`src/rtl/cerr_pkg.sv`:
```
// Package: shared widths, offsets and bit positions for the correctable
// error log/mask block. Assumes 32-bit registers, byte-granular enables.
package cerr_pkg;
    localparam int REG_W   = 32;
    localparam int BE_W    = REG_W / 8;
    localparam int ADDR_W  = 12;
    localparam int NUM_EV  = 6;

    localparam logic [ADDR_W-1:0] LOG_OFF  = 12'h110;
    localparam logic [ADDR_W-1:0] MASK_OFF = 12'h114;

    // Bit positions shared by log and mask registers.
    localparam int B_RX   = 0;
    localparam int B_TLP  = 6;
    localparam int B_DLLP = 7;
    localparam int B_ROLL = 8;
    localparam int B_TMO  = 12;
    localparam int B_ADV  = 13;

    localparam logic [REG_W-1:0] IMPL_BITS =
        (REG_W'(1) << B_RX)   | (REG_W'(1) << B_TLP)  |
        (REG_W'(1) << B_DLLP) | (REG_W'(1) << B_ROLL) |
        (REG_W'(1) << B_TMO)  | (REG_W'(1) << B_ADV);

    // Advisory errors masked out of reset.
    localparam logic [REG_W-1:0] MASK_RST = REG_W'(1) << B_ADV;
endpackage

```
`src/rtl/cerr_log.sv`:
```
// Module: sticky write-1-to-clear error log.
// Each implemented bit is set by its event and cleared by a clear strobe;
// a set on the same edge wins. Unimplemented bits are constant 0.
module cerr_log #(
    parameter int               W    = 32,
    parameter logic [W-1:0]     IMPL = '1
) (
    input  logic         clk,
    input  logic         rst_n,
    input  logic [W-1:0] set_i,
    input  logic [W-1:0] clr_i,
    output logic [W-1:0] q_o
);
    genvar g;
    generate
        for (g = 0; g < W; g++) begin : g_bit
            if (IMPL[g]) begin : g_impl
                logic bit_q;
                // Purpose: hold one sticky flag, event has priority over clear.
                always_ff @(posedge clk) begin
                    if (!rst_n)
                        bit_q <= 1'b0;
                    else
                        bit_q <= set_i[g] | (bit_q & ~clr_i[g]);
                end
                assign q_o[g] = bit_q;
            end else begin : g_rsvd
                assign q_o[g] = 1'b0;
            end
        end
    endgenerate
endmodule

```
`src/rtl/cerr_mask.sv`:
```
// Module: write-once report mask.
// The first write with any byte enabled loads those bytes (implemented bits
// only) and sets a lock; further writes are dropped until reset.
module cerr_mask #(
    parameter int           W    = 32,
    parameter logic [W-1:0] IMPL = '1,
    parameter logic [W-1:0] RST  = '0,
    localparam int          NB   = W / 8
) (
    input  logic          clk,
    input  logic          rst_n,
    input  logic          wr_i,
    input  logic [NB-1:0] be_i,
    input  logic [W-1:0]  wdata_i,
    output logic [W-1:0]  q_o,
    output logic          locked_o
);
    logic [W-1:0] mask_q;
    logic         lock_q;
    logic         take;

    assign take = wr_i && (|be_i) && !lock_q;

    // Purpose: load enabled bytes on the first accepted write, then lock.
    always_ff @(posedge clk) begin
        if (!rst_n) begin
            mask_q <= RST & IMPL;
            lock_q <= 1'b0;
        end else if (take) begin
            lock_q <= 1'b1;
            for (int b = 0; b < NB; b++) begin
                if (be_i[b])
                    mask_q[b*8 +: 8] <= wdata_i[b*8 +: 8] & IMPL[b*8 +: 8];
            end
        end
    end

    assign q_o      = mask_q;
    assign locked_o = lock_q;
endmodule

```
`src/rtl/cerr_report.sv`:
```
// Module: reporting decision. Registers three one-cycle pulses from the
// event vector and the current mask. Assumes events are single-cycle.
module cerr_report #(
    parameter int W   = 32,
    parameter int ADV = 13
) (
    input  logic         clk,
    input  logic         rst_n,
    input  logic [W-1:0] evt_i,
    input  logic [W-1:0] mask_i,
    output logic         req_o,
    output logic         unc_o,
    output logic         det_o
);
    // Purpose: derive message request, uncorrectable update and detect flag.
    always_ff @(posedge clk) begin
        if (!rst_n) begin
            req_o <= 1'b0;
            unc_o <= 1'b0;
            det_o <= 1'b0;
        end else begin
            req_o <= |(evt_i & ~mask_i);
            unc_o <= evt_i[ADV] & ~mask_i[ADV];
            det_o <= |evt_i;
        end
    end
endmodule

```
`src/rtl/cerr_regs.sv`:
```
// Module: top of the correctable error log/mask block for one port.
// Decodes config writes to the log (W1C) and mask (write-once) registers,
// muxes reads combinationally, and forwards events to the report stage.
module cerr_regs
    import cerr_pkg::*;
(
    input  logic              clk,
    input  logic              rst_n,
    input  logic              cfg_wr,
    input  logic [ADDR_W-1:0] cfg_addr,
    input  logic [REG_W-1:0]  cfg_wdata,
    input  logic [BE_W-1:0]   cfg_be,
    output logic [REG_W-1:0]  cfg_rdata,
    input  logic              ev_rx_err,
    input  logic              ev_bad_tlp,
    input  logic              ev_bad_dllp,
    input  logic              ev_rpl_roll,
    input  logic              ev_rpl_tmo,
    input  logic              ev_advisory,
    output logic              err_cor_req,
    output logic              unc_status_upd,
    output logic              corr_detected
);
    logic [REG_W-1:0] evt_vec;
    logic [REG_W-1:0] be_bits;
    logic [REG_W-1:0] clr_vec;
    logic [REG_W-1:0] status_q;
    logic [REG_W-1:0] mask_q;
    logic             mask_locked;
    logic             st_wr;
    logic             mk_wr;

    // Purpose: place event pulses at their register bit positions.
    always_comb begin
        evt_vec         = '0;
        evt_vec[B_RX]   = ev_rx_err;
        evt_vec[B_TLP]  = ev_bad_tlp;
        evt_vec[B_DLLP] = ev_bad_dllp;
        evt_vec[B_ROLL] = ev_rpl_roll;
        evt_vec[B_TMO]  = ev_rpl_tmo;
        evt_vec[B_ADV]  = ev_advisory;
    end

    genvar gb;
    generate
        for (gb = 0; gb < BE_W; gb++) begin : g_be
            assign be_bits[gb*8 +: 8] = {8{cfg_be[gb]}};
        end
    endgenerate

    assign st_wr   = cfg_wr && (cfg_addr == LOG_OFF);
    assign mk_wr   = cfg_wr && (cfg_addr == MASK_OFF);
    assign clr_vec = st_wr ? (cfg_wdata & be_bits) : '0;

    cerr_log #(.W(REG_W), .IMPL(IMPL_BITS)) u_log (
        .clk   (clk),
        .rst_n (rst_n),
        .set_i (evt_vec),
        .clr_i (clr_vec),
        .q_o   (status_q)
    );

    cerr_mask #(.W(REG_W), .IMPL(IMPL_BITS), .RST(MASK_RST)) u_mask (
        .clk      (clk),
        .rst_n    (rst_n),
        .wr_i     (mk_wr),
        .be_i     (cfg_be),
        .wdata_i  (cfg_wdata),
        .q_o      (mask_q),
        .locked_o (mask_locked)
    );

    cerr_report #(.W(REG_W), .ADV(B_ADV)) u_rep (
        .clk    (clk),
        .rst_n  (rst_n),
        .evt_i  (evt_vec),
        .mask_i (mask_q),
        .req_o  (err_cor_req),
        .unc_o  (unc_status_upd),
        .det_o  (corr_detected)
    );

    // Purpose: return the addressed register, zero for any other offset.
    always_comb begin
        if (cfg_addr == LOG_OFF)
            cfg_rdata = status_q;
        else if (cfg_addr == MASK_OFF)
            cfg_rdata = mask_q;
        else
            cfg_rdata = '0;
    end
endmodule

```
`config.mk`:
```
export PLATFORM = sky130hd
export DESIGN_NAME = cerr_regs
export DESIGN_NICKNAME = d
export VERILOG_FILES = /design/src/rtl/cerr_pkg.sv /design/src/rtl/cerr_log.sv /design/src/rtl/cerr_mask.sv /design/src/rtl/cerr_report.sv /design/src/rtl/cerr_regs.sv
export SDC_FILE = /design/constraint.sdc
export NUM_CORES = 1
export LEC_CHECK = 0
export ABC_AREA = 1
export BUFFER_PORTS_ARGS = -buffer_cell sky130_fd_sc_hd__buf_4
export CAP_MARGIN = 20
export CORE_MARGIN = 1
export CORE_UTILIZATION = 50
export DETAILED_ROUTE_END_ITERATION = 10
export MAX_ROUTING_LAYER = met4
export PLACE_DENSITY_LB_ADDON = 0.2
export SETUP_SLACK_MARGIN = 0.1
export SYNTH_ARGS = -nofsm -noshare
export SYNTH_HDL_FRONTEND = slang
export SYNTH_HIERARCHICAL = 1
export SYNTH_SLANG_ARGS = --single-unit
```
`constraint.sdc`:
```
create_clock -name clk -period 1.6 [get_ports clk]
set_input_delay 0.24 -clock clk [delete_from_list [all_inputs] [get_ports clk]]
set_output_delay 0.24 -clock clk [all_outputs]
set_load 0.005 [all_outputs]
```
Word level (Yosys, flattened, before mapping):

Index checks and enable logic that the tools add are counted.

* multipliers: 0
* $lt $le $gt $ge: 0
* bitwise gates (word level): 23
* reduce and logical (&&, ||, !) cells: 10
* equality and inequality tests: 2
* add/subtract/negate cells: 0
* muxes and demuxes: 3
* shift operators: 0
* div/mod/pow operators: 0

Operators with widths (count)
* 14-bit 2-to-1 mux: 3
* 14-bit by 32-bit AND with 32-bit output: 1
* 14-bit NOT with 32-bit output: 1
* 32-bit OR reduction: 1
* 12-bit by 9-bit equality test with 1-bit output, second input constant: 2
* 14-bit AND: 1
* 1-bit AND: 7
* 1-bit NOT: 7
* 1-bit bitwise OR: 6
* 6-bit OR reduction: 1
* 1-bit logical AND: 4
* 2-bit AND reduction: 2
* 4-bit OR reduction: 1
* 1-bit logical NOT: 1

* input port bits: 57
* bits in registers: 16
* bits in latches: 0
* bits in writable memories: 0
* memories: 0
* memory bits (read-only): 0
* output and inout port bits: 35

Longest topological paths before layout:

Gate-level depths: netlist (run 1).

* word-level depth: 6
* depth in mapped cells: 10
* mapped depth without buffers: 9

Hierarchy:

Netlist (run 1), hierarchy kept.

By module, submodules not included
* cerr_regs: area an instance 924.6 um2, times used 1, seq. area each 0.0 um2, cells an instance 194
* cerr_report: area an instance 525.5 um2, times used 1, seq. area each 60.1 um2, cells an instance 122
* cerr_mask: area an instance 496.7 um2, times used 1, seq. area each 140.1 um2, cells an instance 72
* cerr_log: area an instance 465.4 um2, times used 1, seq. area each 120.1 um2, cells an instance 64

Worst setup path after synthesis (run 1):

No wires, ideal clock.

* path type: input-to-reg
* from: input cfg_addr[11]
* to: register u_mask.mask_q[12], in the netlist u_mask/q_o[12]
* stages on the path: 8
* path buffers: 1
* data required time: 1.487 ns
* arrival: 1.247 ns
* slack: 0.240 ns
* cells stage by stage: nor2_1 nand2_1 nor2_4 buf_4 and3_1 nand3_2 nor2_1 nor2_1

* word-level cells in the longest chain between the ends: 5

Ends and longest elaborated chain
* from (decl): RTL line cerr_regs.sv:10 `input logic [ADDR_W-1:0] cfg_addr,`
* 12-bit by 9-bit equality test with 1-bit output: RTL line cerr_regs.sv:52 `assign mk_wr = cfg_wr && (cfg_addr == MASK_OFF);`
* 1-bit logical AND: RTL line cerr_regs.sv:52
* net mk_wr: RTL line cerr_regs.sv:31 `logic mk_wr;`
* 1-bit logical AND (2 in series): RTL line cerr_mask.sv:22 `assign take = wr_i && (|be_i) && !lock_q;`
* 2-bit AND reduction (no line)
* to (signal assigned): RTL line cerr_mask.sv:27 `mask_q <= RST & IMPL;`
* to (signal, indexed assignment): RTL line cerr_mask.sv:33 `mask_q[b*8 +: 8] <= wdata_i[b*8 +: 8] & IMPL[b*8 +: 8];`
* to (decl): RTL line cerr_mask.sv:18 `logic [W-1:0] mask_q;`

The timed path passes the listed nets, and every way through them passes these cells.
A chain may end at the register's enable or synchronous reset.

Worst setup path in the final report (run 1):

* from: input cfg_addr[1]
* to: output cfg_rdata[0]

* word-level cells in the longest chain between the ends: 3
* elaborated cells on any way between the ends: 4

Ends and longest elaborated chain
* 12-bit by 9-bit equality test with 1-bit output: RTL line cerr_regs.sv:87 `else if (cfg_addr == MASK_OFF)`
* 14-bit 2-to-1 mux: RTL line cerr_regs.sv:87
* 14-bit 2-to-1 mux (*): RTL line cerr_regs.sv:85 `if (cfg_addr == LOG_OFF)`
* to (decl): RTL line cerr_regs.sv:13 `output logic [REG_W-1:0] cfg_rdata,`

Mark *: on every way between the ends. The rest lies on a longest branch, timed or not.

==> results of run 1 <==
## stage by stage
step | power (mW) | worst slack [ns] | hold WS (ns) | cells
2_1_floorplan | 0.6691 | 0.2828 | 0.3241 | 499
4_1_cts | 1.016 | 0.09290 | 0.2008 | 528
3_3_place_gp | 0.6501 | 0.06770 | 0.4459 | 524
6_report | 1.026 | 0.1509 | 0.2011 | 539
5_1_grt | 1.094 | 0.08579 | 0.2152 | 539
3_5_place_dp | 0.6527 | 0.04431 | 0.4506 | 524
## layout by cell type, fill, tap and decap left out
master    instances
and3_1            1
inv_1            61
buf_12            1
nand3_1          65
nand2_4           1
dfxtp_1          16
nor3b_4           1
buf_6             3
nor2_4            1
a21oi_1           8
clkbuf_8          4
buf_4            52
nor2_1           52
nor2_8            1
conb_1          104
inv_2             3
nand4_1           2
or2_1             1
nand4_2           2
nand3_2           2
o21ai_1           5
nor3_2            1
nand2_1         101
buf_2             1
## what timing repair did
item | 4_1_cts | 5_1_grt
hold endpoints to repair | 0 | 0
hold buffers | 0 | 0
resized for setup | 1 | 8
gates cloned | 0 | 1
setup endpoints to repair | 1 | 6
buffers inserted | 0 | 10
pin swaps | 0 | 5
## worst register-to-register path: stages (launching register included)
cell,delay (ns)
dfxtp_1,0.36
inv_1,0.05
nand2_1,0.09
nand2_1,0.06
nor2_1,0.09
nand2_1,0.06
nor2_1,0.10
a21oi_1,0.07
## sequential cells by signal, summed over array words and instances (netlist names)
name and count:
u_log/g_bit.g_impl.bit_q 6, u_mask/q_o 6, u_mask/locked_o 1, u_rep/det_o 1, u_rep/req_o 1, u_rep/unc_o 1
## power by group
group	internal [mW]	switching (mW)	total, mW
clock network	0.218	0.143	0.361
logic	0.108	0.139	0.247
registers	0.412	0.00612	0.418
total	0.738	0.288	1.03
## worst max path at each step
stage / end / slack [ns] / depth (start not counted)
after floorplan: u_mask/q_o[12] / 0.28 / 8
after global placement: cfg_rdata[0] / 0.07 / 8
after detailed placement: cfg_rdata[0] / 0.04 / 8
after CTS: cfg_rdata[0] / 0.09 / 8
after global routing: cfg_rdata[7] / 0.09 / 8
final: cfg_rdata[0] / 0.15 / 8
## layout make-up
cell class,count,area (µm²)
Multi-Input combinational cell,348,1496
Inverter,64,240.2
Fill cell,407,1463
Timing Repair Buffer,57,449.2
Tap cell,50,62.56
Clock buffer,4,55.05
Sequential cell,16,320.3
## routing by layer
metal / part of all wire / global-route usage
met3: 0.034 / 0.02333
met4: 0.011 / 0.05469
met2: 0.48 / 0.3493
met1: 0.47 / 0.2221
met5: 0 / -
==> flow_metrics.tcl, run 1 <==
set metrics [dict create \
    critPathMaxFanout 11 \
    gr-usage-all-layers 0.1937 \
    antenna_found_initial 0 \
    path_cells "buf_4 -> inv_2 -> nand2_4 -> nor3b_4 -> buf_6 -> nand3_1 -> nand2_1 -> buf_4" \
    setup_viol 0 \
    final_util 0.6421 \
    placementRows 23 \
    cts_inserted_buffers 3 \
    power.density_nw_per_um2 391.1 \
    holdPathStages 3 \
    io-pin-count 92 \
    grt_overflow 0 \
    core_area_um2 4086 \
    critical_path.top_delay_family "simple AND/OR/NAND/NOR gates" \
    hold_violations 0 \
    peakVddDrop_mv 0.4509 \
    clockBufferDepth 2 \
    ant_nets 0 \
    clock_latency_ns 0.25 \
    arrival_ns 1.21 \
    slowest_delay_ns 0.30 \
    routabilityCongestion 0.7938 \
    grt_pass1_vias 1659 \
    synth_area_per_cell_um2 5.464 \
    fmax_mhz 690.1 \
    cp_slowest_cell "nor3b_4" \
    crit_buf_inv 4 \
    status "completed" \
    n_antenna_cell 0 \
    min_from "cfg_wdata[13]" \
    criticalPathCategory "in2out" \
    wl_um 4285 \
    fin_crit_sh 0.9057 \
    crit_path_frequent_cell "buf_4" \
    vias 2143 \
    remaining_drc_errors 0 \
    via_per_inst 3.976 \
    start_util 0.5321 \
    initialDrtViolationCount 49 \
    fp.dieW_um 67.95 \
    netlist_instances 398 \
    fp.dieH_um 67.95 \
    timing.rr.start "u_mask/q_o[13]" \
    critPathCaptureType "output port" \
    area_growth_pct 20.66 \
    r2r_cells 7 \
    grt_max_degree 39 \
    drv_cap 0 \
    slew_viol_final 0 \
    path_clk_slew_ns 0.06 \
    dp_hpwl_um 3433 \
    clock_skew_ns 0.0008697 \
    rsz0062_at_grt "true" \
    dpl-instance-area_um2 2460 \
    cp_data_required_time_ns 1.36 \
    setup_tns_ns 0 \
    worst_hold_path_type "in2reg" \
    die_area_um2 4617 \
    stdcell_area_um2 2624 \
    cts_sinks 16 \
    syn_area_um2 2175 \
    crit_path_start "cfg_addr[1]" \
    min_to "u_mask/q_o[13]" \
    htree_levels 1 \
    p_leak_nw 1.548 \
    finalNetCount 547 \
    root_buffer "clkbuf_8" \
    drive_above_1_share 0.1493 \
    yosysWarnings 6 \
    first_pass_iters 4 \
    fin_crit_ns 1.449 \
    r2r-end "u_rep/req_o" \
    r2r_slack_ns 0.62 \
    grt_pass1_wl_um 6755 \
    portBuffers 39 \
    cts_tree "yes" \
    critPathLaunchType "primary input" \
    routedWlPerCell_um 7.950 \
]
Power figures use the tool's default switching activity.
==> inputs of run 2 (changes only) <==
--- a/config.mk
+++ b/config.mk
@@ -5,16 +5,16 @@
 export SDC_FILE = /design/constraint.sdc
 export NUM_CORES = 1
 export LEC_CHECK = 0
-export ABC_AREA = 1
+export ABC_AREA = 0
 export BUFFER_PORTS_ARGS = -buffer_cell sky130_fd_sc_hd__buf_4
 export CAP_MARGIN = 20
 export CORE_MARGIN = 1
-export CORE_UTILIZATION = 50
+export CORE_UTILIZATION = 37
+export CTS_CLUSTER_DIAMETER = 80
 export DETAILED_ROUTE_END_ITERATION = 10
 export MAX_ROUTING_LAYER = met4
 export PLACE_DENSITY_LB_ADDON = 0.2
 export SETUP_SLACK_MARGIN = 0.1
 export SYNTH_ARGS = -nofsm -noshare
 export SYNTH_HDL_FRONTEND = slang
-export SYNTH_HIERARCHICAL = 1
 export SYNTH_SLANG_ARGS = --single-unit
==> flow_metrics.tcl, run 2 <==
set metrics [dict create \
    critPathCaptureType "output port" \
    grt_overflow 0 \
    core_area_um2 2590 \
    synth_top_area_share 0.3044 \
    grt_pass1_wl_um 4160 \
    ant_nets 0 \
    stdcell_area_um2 1365 \
    seq_area_frac_synth 0.3044 \
    mostFrequentLayoutCell "buf_4" \
    dr.max_layer_used "met4" \
    cts_tree "yes" \
    path_clk_slew_ns 0.10 \
    arrival_ns 1.58 \
    finalNetCount 218 \
    synth_cell_type_count 25 \
    holdPathStages 2 \
    final_cell_mix "buf_4, conb_1, dfxtp_1" \
    final_cells 190 \
    clock_latency_ns 0.29 \
    die_area_um2 3061 \
    synth_seq_cells 16 \
    htree_levels 1 \
    criticalPathCategory "in2out" \
    syn_area_um2 1052 \
    hold_violations 0 \
    synthFlopType "dfxtp_1" \
    rsz0062_at_grt "true" \
    worst_hold_path_type "in2reg" \
    critPathMaxFanout 6 \
    setup_slack_ns -0.2155 \
    wirelength_met1_um 953 \
    critPathLaunchType "primary input" \
    synth_area_leaders "dfxtp_1, buf_4, nor4_4" \
    r2r_cells 3 \
    via_per_inst 4.858 \
    vias 923 \
    dp_hpwl_um 1941 \
    cts_inserted_buffers 3 \
    dpl-instance-area_um2 1318 \
    synth_area_per_cell_um2 9.230 \
    setup_viol 6 \
    placementRows 18 \
    met3WireLength_um 158 \
    hold_ws_ns 0.1338 \
    setup_tns_ns -1.161 \
    drive_above_1_share 0.3688 \
    gr-usage-all-layers 0.1749 \
    fin_crit_ns 1.815 \
    synth_edf_count 0 \
    power.density_nw_per_um2 610.2 \
    yosysWarnings 0 \
    portBuffers 39 \
    final_util 0.5271 \
    clockBufferDepth 2 \
    clock_skew_ns 0.008408 \
    fin_crit_sh 1.135 \
    cp_data_required_time_ns 1.36 \
    cts_sinks 16 \
    grt_pass1_vias 918 \
    wl_um 2371 \
    hold_buffers 0 \
    n_antenna_cell 0 \
    io-pin-count 92 \
    area_growth_pct 29.73 \
    routedWlPerCell_um 12.48 \
    status "finished with violations" \
    violations "negative setup slack" \
    cts_setup_buffers 0 \
    netlist_instances 114 \
    start_util 0.4063 \
    peakVddDrop_mv 0.4806 \
    finalPower_mw 0.8329 \
    p_leak_nw 0.6436 \
    netlist_top_cells_count "buf_4, dfxtp_1, nand2_1" \
    synth_most_common_cell "buf_4" \
    drv_cap 0 \
    dp_slack_ns -0.2369 \
    fp.dieH_um 55.33 \
    grt_max_degree 20 \
    wl_met2_um 1232 \
    post-place-cells 186 \
    initialDrtViolationCount 27 \
    slew_viol_final 0 \
    root_buffer "clkbuf_4" \
    ys_async_sr_fraction 0 \
    yosys.area.top_type "dfxtp_1" \
    remaining_drc_errors 0 \
    antenna_found_initial 0 \
    fmax_mhz 550.8 \
    first_pass_iters 4 \
    fp.dieW_um 55.33 \
    routabilityCongestion 0.8449 \
]
[run 2: cell count changes in the layout (fill, tap and decap cells not counted), sizes merged, moves of 10 or more]
cell   change
buf       -10
conb      -78
nand2     -92
inv       -56
nand3     -67
nor2      -51
[run 2: logic make-up (layout without fill, tap and decap cells)]
family / after synthesis / after routing / share of synthesized area
compound gates: 25 / 25 / 0.1629
buf+inv: 38 / 59 / 0.2366
flops: 16 / 16 / 0.3044
mux: 6 / 6 / 0.05708
other cells: 1 / 26 / 0.003564
simple gates: 28 / 28 / 0.2354
[run 2: timing repair]
item / in CTS / in global routing
pin swaps: 7 / 0
gates resized for setup: 3 / 0
setup endpoints to repair: 6 / 6
[run 2: worst max-delay path, stage by stage]
cell and delay (ns):
buf_6 0.09, or4_4 0.57, nor4_4 0.22, buf_4 0.19, a22o_1 0.16, buf_4 0.11
[run 2: final timing paths]
check             slack, ns                     endpoint            start
hold reg to reg        0.48                u_mask.q_o[8]    u_mask.q_o[8]
setup / recovery      -0.22                 cfg_rdata[8]     cfg_addr[10]
setup reg to reg       0.36                u_mask.q_o[7]  u_mask.locked_o
hold / removal         0.13  u_log.g_bit[0].g_impl.bit_q     cfg_wdata[0]
[run 2: report_power, final]
group	total [mW]	internal, mW	switching (mW)	leakage [nW]
registers	0.417	0.412	0.00570	0.132
clock network	0.265	0.139	0.126	0.0210
logic	0.151	0.0752	0.0757	0.491
[run 2: per-layer routing]
metal / up-vias / track usage
li1: 448 / -
met1: 430 / 0.2069
met2: 41 / 0.2806
met3: 4 / 0.04450
met4: 0 / 0.07500
met5: - / -
[run 2: final cells by class]
class	instances	area, µm²
Sequential cell	16	320.3
Timing Repair Buffer	47	364.1
Inverter	8	30.03
Tap cell	30	37.54
Clock buffer	4	36.28
Multi-Input combinational cell	85	576.8
Fill cell	247	1225
